==> config.mk <==
export PLATFORM = sky130hd
export DESIGN_NAME = ext_irq_grouper
export DESIGN_NICKNAME = d
export VERILOG_FILES = /design/src/rtl/xirq_pkg.sv /design/src/rtl/xirq_rst_sync.sv /design/src/rtl/xirq_sync.sv /design/src/rtl/xirq_detect.sv /design/src/rtl/xirq_regs.sv /design/src/rtl/xirq_group.sv /design/src/rtl/ext_irq_grouper.sv
export SDC_FILE = /design/constraint.sdc
export NUM_CORES = 1
export LEC_CHECK = 0
export CAP_MARGIN = 30
export CORE_MARGIN = 3
export CORE_UTILIZATION = 50
export CTS_BUF_LIST = sky130_fd_sc_hd__clkbuf_16
export CTS_CLUSTER_DIAMETER = 80
export CTS_CLUSTER_SIZE = 40
export DETAILED_ROUTE_END_ITERATION = 12
export PLACE_DENSITY = 0.82
export SYNTH_ARGS = -nofsm -noshare
export SYNTH_HDL_FRONTEND = slang
export SYNTH_HIERARCHICAL = 1
export SYNTH_SLANG_ARGS = --single-unit
==> constraint.sdc <==
create_clock -name clk -period 7.2 [get_ports clk]
set_input_delay 0.72 -clock clk [delete_from_list [all_inputs] [get_ports clk]]
set_output_delay 0.72 -clock clk [all_outputs]
set_load 0.01 [all_outputs]
==> src/rtl/xirq_pkg.sv <==
package xirq_pkg;

  localparam int PIN_N         = 28;
  localparam int GRP_N         = 4;
  localparam int DAT_W         = 32;
  localparam int ADR_W         = 2;
  localparam int FLD_W         = 3;
  localparam int NIB_W         = 4;
  localparam int FLD_PER_WORD  = DAT_W / NIB_W;
  localparam int PINS_PER_WORD = FLD_PER_WORD * 2;
  localparam int FLD_N         = (PIN_N + 1) / 2;
  localparam int CFG_WORDS     = (PIN_N + PINS_PER_WORD - 1) / PINS_PER_WORD;
  localparam int GRP0_PINS     = 4;
  localparam int GRPX_PINS     = 8;

  typedef enum logic [ADR_W-1:0] {
    RA_CFG0 = 2'd0,
    RA_CFG1 = 2'd1,
    RA_MASK = 2'd2,
    RA_PEND = 2'd3
  } reg_addr_e;

  typedef enum logic [1:0] {
    TK_LEVEL = 2'b00,
    TK_FALL  = 2'b01,
    TK_RISE  = 2'b10,
    TK_BOTH  = 2'b11
  } trig_kind_e;

  function automatic int grp_first(input int g);
    return (g == 0) ? 0 : GRP0_PINS + (g - 1) * GRPX_PINS;
  endfunction

  function automatic int grp_last(input int g);
    return (g == 0) ? GRP0_PINS - 1 : grp_first(g) + GRPX_PINS - 1;
  endfunction

endpackage

==> src/rtl/xirq_rst_sync.sv <==
module xirq_rst_sync (
  input  logic clk,
  input  logic rst_n,
  output logic rst_n_o
);

  logic [1:0] rs_q;
  logic [1:0] rs_d;

  always_comb begin
    rs_d = {rs_q[0], 1'b1};
  end

  always_ff @(posedge clk or negedge rst_n) begin
    if (!rst_n) begin
      rs_q <= 2'b00;
    end else begin
      rs_q <= rs_d;
    end
  end

  assign rst_n_o = rs_q[1];

endmodule

==> src/rtl/xirq_sync.sv <==
module xirq_sync #(
  parameter int W      = 28,
  parameter int STAGES = 2
) (
  input  logic         clk,
  input  logic         rst_n,
  input  logic [W-1:0] d_i,
  output logic [W-1:0] q_o
);

  logic [STAGES-1:0][W-1:0] stg_q;
  logic [STAGES-1:0][W-1:0] stg_d;

  for (genvar s = 0; s < STAGES; s++) begin : g_stage
    if (s == 0) begin : g_first
      assign stg_d[s] = d_i;
    end else begin : g_next
      assign stg_d[s] = stg_q[s-1];
    end

    always_ff @(posedge clk or negedge rst_n) begin
      if (!rst_n) begin
        stg_q[s] <= '0;
      end else begin
        stg_q[s] <= stg_d[s];
      end
    end
  end

  assign q_o = stg_q[STAGES-1];

endmodule

==> src/rtl/xirq_detect.sv <==
module xirq_detect
  import xirq_pkg::*;
#(
  parameter int W = PIN_N
) (
  input  logic                   clk,
  input  logic                   rst_n,
  input  logic [W-1:0]           lvl_i,
  input  logic [W-1:0][FLD_W-1:0] mode_i,
  output logic [W-1:0]           evt_o
);

  logic [W-1:0] prev_q;
  logic [W-1:0] rise;
  logic [W-1:0] fall;

  always_ff @(posedge clk or negedge rst_n) begin
    if (!rst_n) begin
      prev_q <= '0;
    end else begin
      prev_q <= lvl_i;
    end
  end

  assign rise = lvl_i & ~prev_q;
  assign fall = ~lvl_i & prev_q;

  for (genvar p = 0; p < W; p++) begin : g_pin
    trig_kind_e kind;
    logic       evt_b;

    assign kind = trig_kind_e'(mode_i[p][FLD_W-1:1]);

    always_comb begin
      unique case (kind)
        TK_LEVEL: evt_b = mode_i[p][0] ? lvl_i[p] : ~lvl_i[p];
        TK_FALL:  evt_b = fall[p];
        TK_RISE:  evt_b = rise[p];
        default:  evt_b = rise[p] | fall[p];
      endcase
    end

    assign evt_o[p] = evt_b;
  end

endmodule

==> src/rtl/xirq_regs.sv <==
module xirq_regs
  import xirq_pkg::*;
(
  input  logic                       clk,
  input  logic                       rst_n,
  input  logic                       bus_sel,
  input  logic                       bus_wr,
  input  logic [ADR_W-1:0]           bus_addr,
  input  logic [DAT_W-1:0]           bus_wdata,
  output logic [DAT_W-1:0]           bus_rdata,
  input  logic [PIN_N-1:0]           evt_i,
  output logic [PIN_N-1:0]           mask_o,
  output logic [PIN_N-1:0]           pend_o,
  output logic [PIN_N-1:0][FLD_W-1:0] mode_o
);

  localparam int PAD_W = DAT_W - PIN_N;

  logic                        wr_act;
  logic [FLD_N-1:0][FLD_W-1:0] fld_q;
  logic [FLD_N-1:0][FLD_W-1:0] fld_d;
  logic [FLD_N-1:0]            fld_en;
  logic [PIN_N-1:0]            mask_q;
  logic [PIN_N-1:0]            mask_d;
  logic                        mask_en;
  logic [PIN_N-1:0]            pend_q;
  logic [PIN_N-1:0]            pend_d;
  logic [PIN_N-1:0]            clr_vec;
  logic [CFG_WORDS-1:0][DAT_W-1:0] cfg_rd;
  logic                        wdata_unused;

  assign wr_act       = bus_sel & bus_wr;
  assign wdata_unused = ^bus_wdata;

  // trigger fields, one per pin pair
  for (genvar f = 0; f < FLD_N; f++) begin : g_fld
    localparam int WRD = f / FLD_PER_WORD;
    localparam int LSB = (f % FLD_PER_WORD) * NIB_W;

    assign fld_en[f] = wr_act && (bus_addr == ADR_W'(WRD));
    assign fld_d[f]  = bus_wdata[LSB +: FLD_W];

    always_ff @(posedge clk or negedge rst_n) begin
      if (!rst_n) begin
        fld_q[f] <= '0;
      end else if (fld_en[f]) begin
        fld_q[f] <= fld_d[f];
      end
    end
  end

  // mask word
  assign mask_en = wr_act && (bus_addr == RA_MASK);
  assign mask_d  = bus_wdata[PIN_N-1:0];

  always_ff @(posedge clk or negedge rst_n) begin
    if (!rst_n) begin
      mask_q <= '1;
    end else if (mask_en) begin
      mask_q <= mask_d;
    end
  end

  // pending word: write-one-to-clear, new events take priority
  always_comb begin
    clr_vec = '0;
    if (wr_act && (bus_addr == RA_PEND)) begin
      clr_vec = bus_wdata[PIN_N-1:0];
    end
    pend_d = (pend_q & ~clr_vec) | evt_i;
  end

  always_ff @(posedge clk or negedge rst_n) begin
    if (!rst_n) begin
      pend_q <= '0;
    end else begin
      pend_q <= pend_d;
    end
  end

  // read path
  always_comb begin
    cfg_rd = '0;
    for (int f = 0; f < FLD_N; f++) begin
      cfg_rd[f / FLD_PER_WORD][(f % FLD_PER_WORD) * NIB_W +: FLD_W] = fld_q[f];
    end
  end

  always_comb begin
    bus_rdata = '0;
    if (bus_sel && !bus_wr) begin
      unique case (bus_addr)
        RA_CFG0: bus_rdata = cfg_rd[0];
        RA_CFG1: bus_rdata = cfg_rd[1];
        RA_MASK: bus_rdata = {{PAD_W{1'b0}}, mask_q};
        default: bus_rdata = {{PAD_W{1'b0}}, pend_q};
      endcase
    end
  end

  for (genvar p = 0; p < PIN_N; p++) begin : g_mode
    assign mode_o[p] = fld_q[p / 2];
  end

  assign mask_o = mask_q;
  assign pend_o = pend_q;

endmodule

==> src/rtl/xirq_group.sv <==
module xirq_group
  import xirq_pkg::*;
(
  input  logic [PIN_N-1:0] pend_i,
  input  logic [PIN_N-1:0] mask_i,
  output logic [GRP_N-1:0] req_o
);

  logic [PIN_N-1:0] live;

  assign live = pend_i & ~mask_i;

  for (genvar g = 0; g < GRP_N; g++) begin : g_grp
    localparam int LO = grp_first(g);
    localparam int HI = grp_last(g);
    assign req_o[g] = |live[HI:LO];
  end

endmodule

==> src/rtl/ext_irq_grouper.sv <==
module ext_irq_grouper
  import xirq_pkg::*;
(
  input  logic                 clk,
  input  logic                 rst_n,
  input  logic [PIN_N-1:0]     pin_i,
  input  logic                 bus_sel,
  input  logic                 bus_wr,
  input  logic [ADR_W-1:0]     bus_addr,
  input  logic [DAT_W-1:0]     bus_wdata,
  output logic [DAT_W-1:0]     bus_rdata,
  output logic [GRP_N-1:0]     grp_req_o
);

  logic                        rst_n_q;
  logic [PIN_N-1:0]            lvl_w;
  logic [PIN_N-1:0]            evt_w;
  logic [PIN_N-1:0]            mask_w;
  logic [PIN_N-1:0]            pend_w;
  logic [PIN_N-1:0][FLD_W-1:0] mode_w;

  xirq_rst_sync i_rst_sync (
    .clk     (clk),
    .rst_n   (rst_n),
    .rst_n_o (rst_n_q)
  );

  xirq_sync #(
    .W      (PIN_N),
    .STAGES (2)
  ) i_sync (
    .clk   (clk),
    .rst_n (rst_n_q),
    .d_i   (pin_i),
    .q_o   (lvl_w)
  );

  xirq_detect #(
    .W (PIN_N)
  ) i_detect (
    .clk    (clk),
    .rst_n  (rst_n_q),
    .lvl_i  (lvl_w),
    .mode_i (mode_w),
    .evt_o  (evt_w)
  );

  xirq_regs i_regs (
    .clk       (clk),
    .rst_n     (rst_n_q),
    .bus_sel   (bus_sel),
    .bus_wr    (bus_wr),
    .bus_addr  (bus_addr),
    .bus_wdata (bus_wdata),
    .bus_rdata (bus_rdata),
    .evt_i     (evt_w),
    .mask_o    (mask_w),
    .pend_o    (pend_w),
    .mode_o    (mode_w)
  );

  xirq_group i_group (
    .pend_i (pend_w),
    .mask_i (mask_w),
    .req_o  (grp_req_o)
  );

endmodule

Word-level counts from Yosys, hierarchy flattened
Index checks and enable logic that the tools add are counted.

Mux-type cells: 59. Bitwise operators: 66. Reductions and logical operators: 25. Equality and inequality tests: 31.

Operator list (count): $and 28x28->28 (4); $not 28->28 (4); $pmux 31 s3 (1); $pmux 1 s3 (28); $eq 2x2->1 const B (16); $mux 32 (1); $eq 2x1->1 const B (15); $logic_not 2->1 (15); $mux 1 (28); $mux 28 (1); $not 1->1 (28); $or 1x1->1 (28); $or 28x28->28 (1); $reduce_or 8->1 (3); $logic_and 1x1->1 (5); $reduce_or 4->1 (1); $and 1x1->1 (1); $logic_not 1->1 (1).

Logic and storage cells: 201. Register bits: 184. Input port bits: 66. Output and inout port bits: 36.

Depth between registers and ports, before layout
Gate-level depths: netlist of run 1.

Depth in word-level cells: 6. Gate-level depth with buffers: 6.

Hierarchy
Netlist of run 1, hierarchy kept.

Modules (own cells, without submodules): xirq_regs (times used 1, area each 4966.0 µm², sequential area each 2487.4 µm², cells an instance 380); xirq_detect (times used 1, area each 2802.7 µm², sequential area each 700.7 µm², cells an instance 252); xirq_sync (times used 1, area each 1401.3 µm², sequential area each 1401.3 µm², cells an instance 56); xirq_group (times used 1, area each 219.0 µm², sequential area each 0.0 µm², cells an instance 45); xirq_rst_sync (times used 1, area each 53.8 µm², sequential area each 50.0 µm², cells an instance 3).

Least setup slack after synthesis of run 1
Ideal clock, no wire load.

Path type: input-to-output. From: in bus_addr[0]. To: out bus_rdata[21]. Cell stages on the path: 5. Data arrival time: 1562 ps. Required time: 6480 ps. Setup slack: 4918 ps. Cell sequence: buf_4 > buf_4 > buf_4 > mux2i_1 > o22ai_1.

Longest elaborated chain between the ends: 3. Elaborated cells on any way between the ends: 5. Classes of those cells: 2 x eq/ne; 2 x mux; 1 x reduce/logical.

Ends and longest elaborated chain: start, declared (line ext_irq_grouper.sv:9) `input logic [ADR_W-1:0] bus_addr,`; $eq 2x2->1 (tied with other cells) (line xirq_regs.sv:92) `unique case (bus_addr)`; $pmux 31 s3 (*) (line xirq_regs.sv:92); $mux 32 (*) (line xirq_regs.sv:91) `if (bus_sel && !bus_wr) begin`; end, declared (line ext_irq_grouper.sv:11) `output logic [DAT_W-1:0] bus_rdata,`.

Every way passes the cells marked *; elsewhere a longest branch is shown, timed or not.

Worst setup path after layout of run 1
From: in bus_wr. To: out bus_rdata[17].

Longest elaborated chain between the ends: 3.

Ends and longest elaborated chain: start, declared (line ext_irq_grouper.sv:8) `input logic bus_wr,`; $logic_not 1->1 (line xirq_regs.sv:91); $logic_and 1x1->1 (line xirq_regs.sv:91); $mux 32 (line xirq_regs.sv:91).

Every way passes these cells.

==> impl_metrics.ini, run 1 <==
[timing]
worst_pin_slew_ns = 0.995
fmax_ghz = 0.247
timing.setup.tns_ns = 0
hold_viol_final = 0
timing.final.ws_setup_ns = 3.16
rsz0062_at_grt = false
hold_ws_ns = 0.348
period_share_pct = 56.1
relSlewSlack_pct = 33.5
fin_skew_ns = 0.00709
min_period_ns = 4.04
setup_violations = 0
finalMaxSlewViolations = 0

[power]
power.switching_mw = 0.723
ir_worst_vdd_mv = 0.165
pwr-share-seq_pct = 47.5
clock_power_share_pct = 34.5
combPwrFrac_pct = 17.9
power_density_nw_per_um2 = 263
power.share.switching_pct = 25.8
intPower_mw = 2.08
power_mw = 2.81
p_leak_nw = 5.08

[critical_path]
required_ns = 6.48
critPathCaptureType = output port
cp_cell_sequence = clkdlybuf4s50_1 -> and2b_1 -> nand2_1 -> o22ai_1 -> clkdlybuf4s50_1
slowest_stage = nand2_1
path_delay_family = buffers and inverters
crit_path_start_kind = input port
crit_fanout = 25
cpMostUsedCell = clkdlybuf4s50_1
cp.arrival_ns = 3.32
path_class = input port to output port
slowest_delay_ns = 0.63
crit_buf_inv = 2

[detailed_routing]
antenna_left = 0
vias = 5373
dr_wl_met3_um = 1060
drt-total-wl_um = 18400
avgViaCountPerCell = 5.32
firstDrtPassIters = 4
drt_iter0_drc = 291
drt-met1-wl_um = 8190
top_layer_used = met5
wl_per_cell_um = 18.2
drc = 0
met2_length_um = 8770

[placement]
place_area_um2 = 10100
place.gp.congestion = 0.763
pre_cts_slack_ns = 3.18
placed_cells = 978
place_hpwl_um = 12800
portBuffers = 99

[global_route]
grt_pass1_wl_um = 29900
grt_usage_pct = 19.1
grt_pass1_vias = 5667
grt_max_degree = 75
grt_overflow_total = 0
antenna_found_initial = 1

[floorplan]
io_pins = 102
core_area_um2 = 18300
rows = 49
die_width_um = 143
start_util_pct = 51.7
die_area_um2 = 20600
die_y_um = 143

[layout]
regArea_um2 = 4640
fillers = 1444
multi_input_area_um2 = 3690
utilization_pct = 58.5
syn2layout_area_growth_pct = 13.1
stdcell_count = 1010
fin_area_um2 = 10700
fin_nets = 890
num_antenna_cells = 0
drive_gt1_share_pct = 20.9

[clocking]
clockBufferDepth = 2
post_cts_buffers = 0
cts_tree = built
cts_max_level = 4
clock_sinks = 184
cts_buffers = 17
clk_latency_ns = 0.43
cts_resized = 0
path_clk_slew_ns = 0.06
ctsHoldBuffers = 0
root_buffer = clkbuf_16

[synthesis]
syn_nets = 858
syn_inst = 736
synth_seq_cells = 184
synth.area.top_cells = dfrtp_1 41%, dfstp_2 7.8%, ha_1 7.4%, mux4_2 6.7%, mux2_4 6.4%
yosysWarnings = 6
synth_edf_count = 0
yosysTopAreaCell = dfrtp_1
synth_area_per_cell_um2 = 12.8
synthTopCellsByCount = 156 x dfrtp_1, 112 x inv_1, 78 x buf_4
synth_ff_type = dfrtp_1
synth_area_um2 = 9440
synthArstFlopShare_pct = 100
ys_types = 30
netlist.area_leader.share_pct = 41.3
synth.most_common_cell = dfrtp_1
ys_seq_area_share_pct = 49.1

[outcome]
status = finished clean

[job]
max_cap_viol_count = 0

[worst_hold_path]
hp-class = flop to flop
## layout make-up
cell class	count	share of cell area, %
flip-flops and latches	184	43.5
multi-input cells	348	34.5
repair buffers	105	9.65
clock buffers	17	3.98
inverters	112	3.94
well taps	229	2.68
clock inverters	15	1.72
## power groups by stage
stage | Clock (mW) | Combinational [mW] | Sequential, mW
after CTS | 0.990 | 0.509 | 1.33
after global routing | 1.04 | 0.545 | 1.36
final | 0.968 | 0.503 | 1.33
after global placement | 0 | 0.488 | 1.34
after detailed placement | 0 | 0.504 | 1.35
after floorplan | 0 | 0.507 | 1.30
## layout by cell type, fill, tap and decap left out, drive strengths merged
| cell | instances |
|---|---|
| a21o | 28 |
| a21oi | 3 |
| a22oi | 1 |
| and2b | 1 |
| and3 | 4 |
| and4 | 1 |
| buf | 7 |
| bufinv | 4 |
| clkbuf | 17 |
| clkdlybuf4s50 | 98 |
| clkinv | 8 |
| clkinvlp | 3 |
| conb | 2 |
| dfrtp | 156 |
| dfstp | 28 |
| ha | 56 |
| inv | 112 |
| mux2 | 70 |
| mux2i | 46 |
| mux4 | 28 |
| nand2 | 29 |
| nand2b | 1 |
| nand4b | 2 |
| nor2 | 8 |
| nor2b | 3 |
| o21ai | 3 |
| o221ai | 1 |
| o22ai | 30 |
| or4 | 3 |
| xnor2 | 28 |
## sequential cells by signal, summed over array words and instances (netlist names)
name	flops
i_sync/stg_d	28
i_detect/prev_q	28
i_rst_sync/rs_q	2
i_regs/pend_o	28
i_regs/mask_o	28
i_sync/q_o	28
i_regs/mode_o	42
## worst paths after layout
kind                            slack [ns]                from  depth (start not counted)           endpoint
worst max-delay path                  3.16              bus_wr                          5      bus_rdata[17]
worst min-delay path                  0.35    i_sync/stg_d[37]                          0      i_sync/q_o[9]
worst max register to register        5.46  i_rst_sync/rs_q[1]                          1  i_regs/pend_o[25]
worst min register to register        0.35    i_sync/stg_d[37]                          0      i_sync/q_o[9]
max in group asynchronous             5.46  i_rst_sync/rs_q[1]                          1  i_regs/pend_o[25]
min in group asynchronous             0.37  i_rst_sync/rs_q[1]                          0   i_sync/stg_d[42]
## kinds of logic after synthesis
kind of cell	Yosys count	synth area share [%]
xor+xnor	28	2.60
flops	184	49.1
simple gates	52	2.78
buf+inv	204	11.8
fa+ha+maj	56	7.42
compound gates	66	4.70
other cells	2	0.0795
mux	144	21.5
## routing by layer
metal / track usage (%) / vias up
li1: - / 2450
met1: 25.6 / 2750
met2: 30.6 / 142
met3: 4.93 / 29
met4: 6.54 / 2
met5: 0 / -
(Power assumes the default switching activity.)
==> inputs of run 2 (changes only) <==
--- a/config.mk
+++ b/config.mk
@@ -12,7 +12,7 @@
 export CTS_CLUSTER_DIAMETER = 80
 export CTS_CLUSTER_SIZE = 40
 export DETAILED_ROUTE_END_ITERATION = 12
-export PLACE_DENSITY = 0.82
+export PLACE_DENSITY = 0.85
 export SYNTH_ARGS = -nofsm -noshare
 export SYNTH_HDL_FRONTEND = slang
 export SYNTH_HIERARCHICAL = 1
==> constraint.sdc (replaced) <==
create_clock -name clk -period 3.7 [get_ports clk]
set_input_delay 0.37 -clock clk [delete_from_list [all_inputs] [get_ports clk]]
set_output_delay 0.37 -clock clk [all_outputs]
set_load 0.01 [all_outputs]
==> run 2 against run 1 <==
Effect of this change: first-iteration DRC count fell by 3.1%; hold slack lost 0.24 ns; via count is 0.80% lower; cell count up 0.69%; count of clock-buffer cells in the layout unchanged.
==> impl_metrics.ini, run 2 (same netlist as run 1, synthesis figures left out) <==
[outcome]
status = finished clean

[detailed_routing]
antenna_left = 0
vias = 5330
drt-total-wl_um = 18900
drc = 0
drt_iter0_drc = 282
wl_per_cell_um = 18.6
avgViaCountPerCell = 5.24
firstDrtPassIters = 4

[clocking]
root_buffer = clkbuf_16
cts_max_level = 4
post_cts_buffers = 0
path_clk_slew_ns = 0.06
cts_tree = built
clock_sinks = 184
clockBufferDepth = 2
cts_resized = 0
ctsHoldBuffers = 0
clk_latency_ns = 0.43
cts_buffers = 17

[layout]
fin_area_um2 = 10700
fin_nets = 896
layout_commonest_cell = dfrtp_1
stdcell_count = 1017
mostFrequentLayoutCells = 155 x dfrtp_1, 112 x inv_1, 98 x clkdlybuf4s50_1
syn2layout_area_growth_pct = 12.9
drive_gt1_share_pct = 21.7
utilization_pct = 58.3
largest_reg_flops = 42

[global_route]
grt_pass1_vias = 5683
grt_pass1_wl_um = 29700
grt_max_degree = 65
grt_usage_pct = 19.2
grt_overflow_total = 0
antenna_found_initial = 1

[placement]
place_hpwl_um = 13600
portBuffers = 99
place_area_um2 = 10100
placed_cells = 984
place.gp.congestion = 0.788

[power]
power_density_nw_per_um2 = 488
p_leak_nw = 5.07
power.share.switching_pct = 27.2
ir_worst_vdd_mv = 0.321
clock_power_share_pct = 30.8
pwr-share-seq_pct = 50.0
power.switching_mw = 1.41
combPwrFrac_pct = 19.1
intPower_mw = 3.78

[job]
max_cap_viol_count = 0

[floorplan]
die_width_um = 143
die_area_um2 = 20600
start_util_pct = 51.7
core_area_um2 = 18300
rows = 49
io_pins = 102
die_y_um = 143

[timing]
hold_viol_final = 0
rsz0062_at_grt = false
worst_pin_slew_ns = 0.883
timing.setup.tns_ns = 0
hold_ws_ns = 0.104
setup_violations = 0
fin_skew_ns = 0.00571
fmax_ghz = 0.310
finalMaxSlewViolations = 0
period_share_pct = 87.3
relSlewSlack_pct = 41.1
min_period_ns = 3.23

[critical_path]
critPathCaptureType = output port
crit_path_start_kind = input port
path_class = input port to output port
crit_fanout = 13
required_ns = 3.33
cp.arrival_ns = 2.86

[worst_hold_path]
hp-class = input port to asynchronous set/reset pin
## run 2: changes by cell type in the layout (fill, tap and decap cells not counted), sizes merged
cell      change
buf           +6
bufinv        -4
clkinvlp      +4
diode         +1
## run 2: layout make-up
cell class | instances | area [um2]
flip-flops and latches | 184 | 4640
fillers | 1433 | 7610
well taps | 229 | 287
inverters | 112 | 420
clock inverters | 15 | 88.8
multi-input cells | 348 | 3690
clock buffers | 17 | 425
repair buffers | 111 | 1100
diodes | 1 | 2.50
## run 2: per-stage QoR
stage / setup WS (ns) / power [mW]
2_1_floorplan: 0.690 / 3.53
3_3_place_gp: 0.619 / 3.57
3_5_place_dp: 0.535 / 3.63
4_1_cts: 0.471 / 5.24
5_1_grt: 0.354 / 5.45
6_report: 0.469 / 5.20
## run 2: power groups by stage
stage,clock network (mW),registers [mW],logic [mW]
after floorplan,0,2.54,0.987
after global placement,0,2.61,0.958
after detailed placement,0,2.63,0.996
after CTS,1.64,2.60,1.01
after global routing,1.74,2.64,1.08
final,1.60,2.60,0.995
## run 2: worst paths after layout
check,startpoint,slack (ns),to,cells past startpoint
setup / recovery,bus_wr,0.47,bus_rdata[22],6
hold / removal,rst_n,0.10,i_rst_sync/rs_q[0],1
setup reg to reg,i_sync/q_o[7],2.07,i_regs/pend_o[7],5
hold reg to reg,i_sync/stg_d[34],0.35,i_sync/q_o[6],0
max in group asynchronous,i_rst_sync/rs_q[1],2.42,i_regs/mask_o[14],1
min in group clk,i_sync/stg_d[34],0.35,i_sync/q_o[6],0
## run 2: worst max-delay path, cell delays in order
cell and delay, ns:
clkdlybuf4s50_1 0.51, and2b_1 0.38, nand2_1 0.42, buf_4 0.36, o22ai_1 0.21, clkdlybuf4s50_1 0.59
## run 2: layer usage
metal / up-vias / GRT usage (%) / wire (um)
li1: 2473 / - / -
met1: 2707 / 25.7 / 8370
met2: 125 / 30.6 / 9180
met3: 25 / 5.22 / 1080
met4: 0 / 6.54 / 270
met5: - / 0 / 0
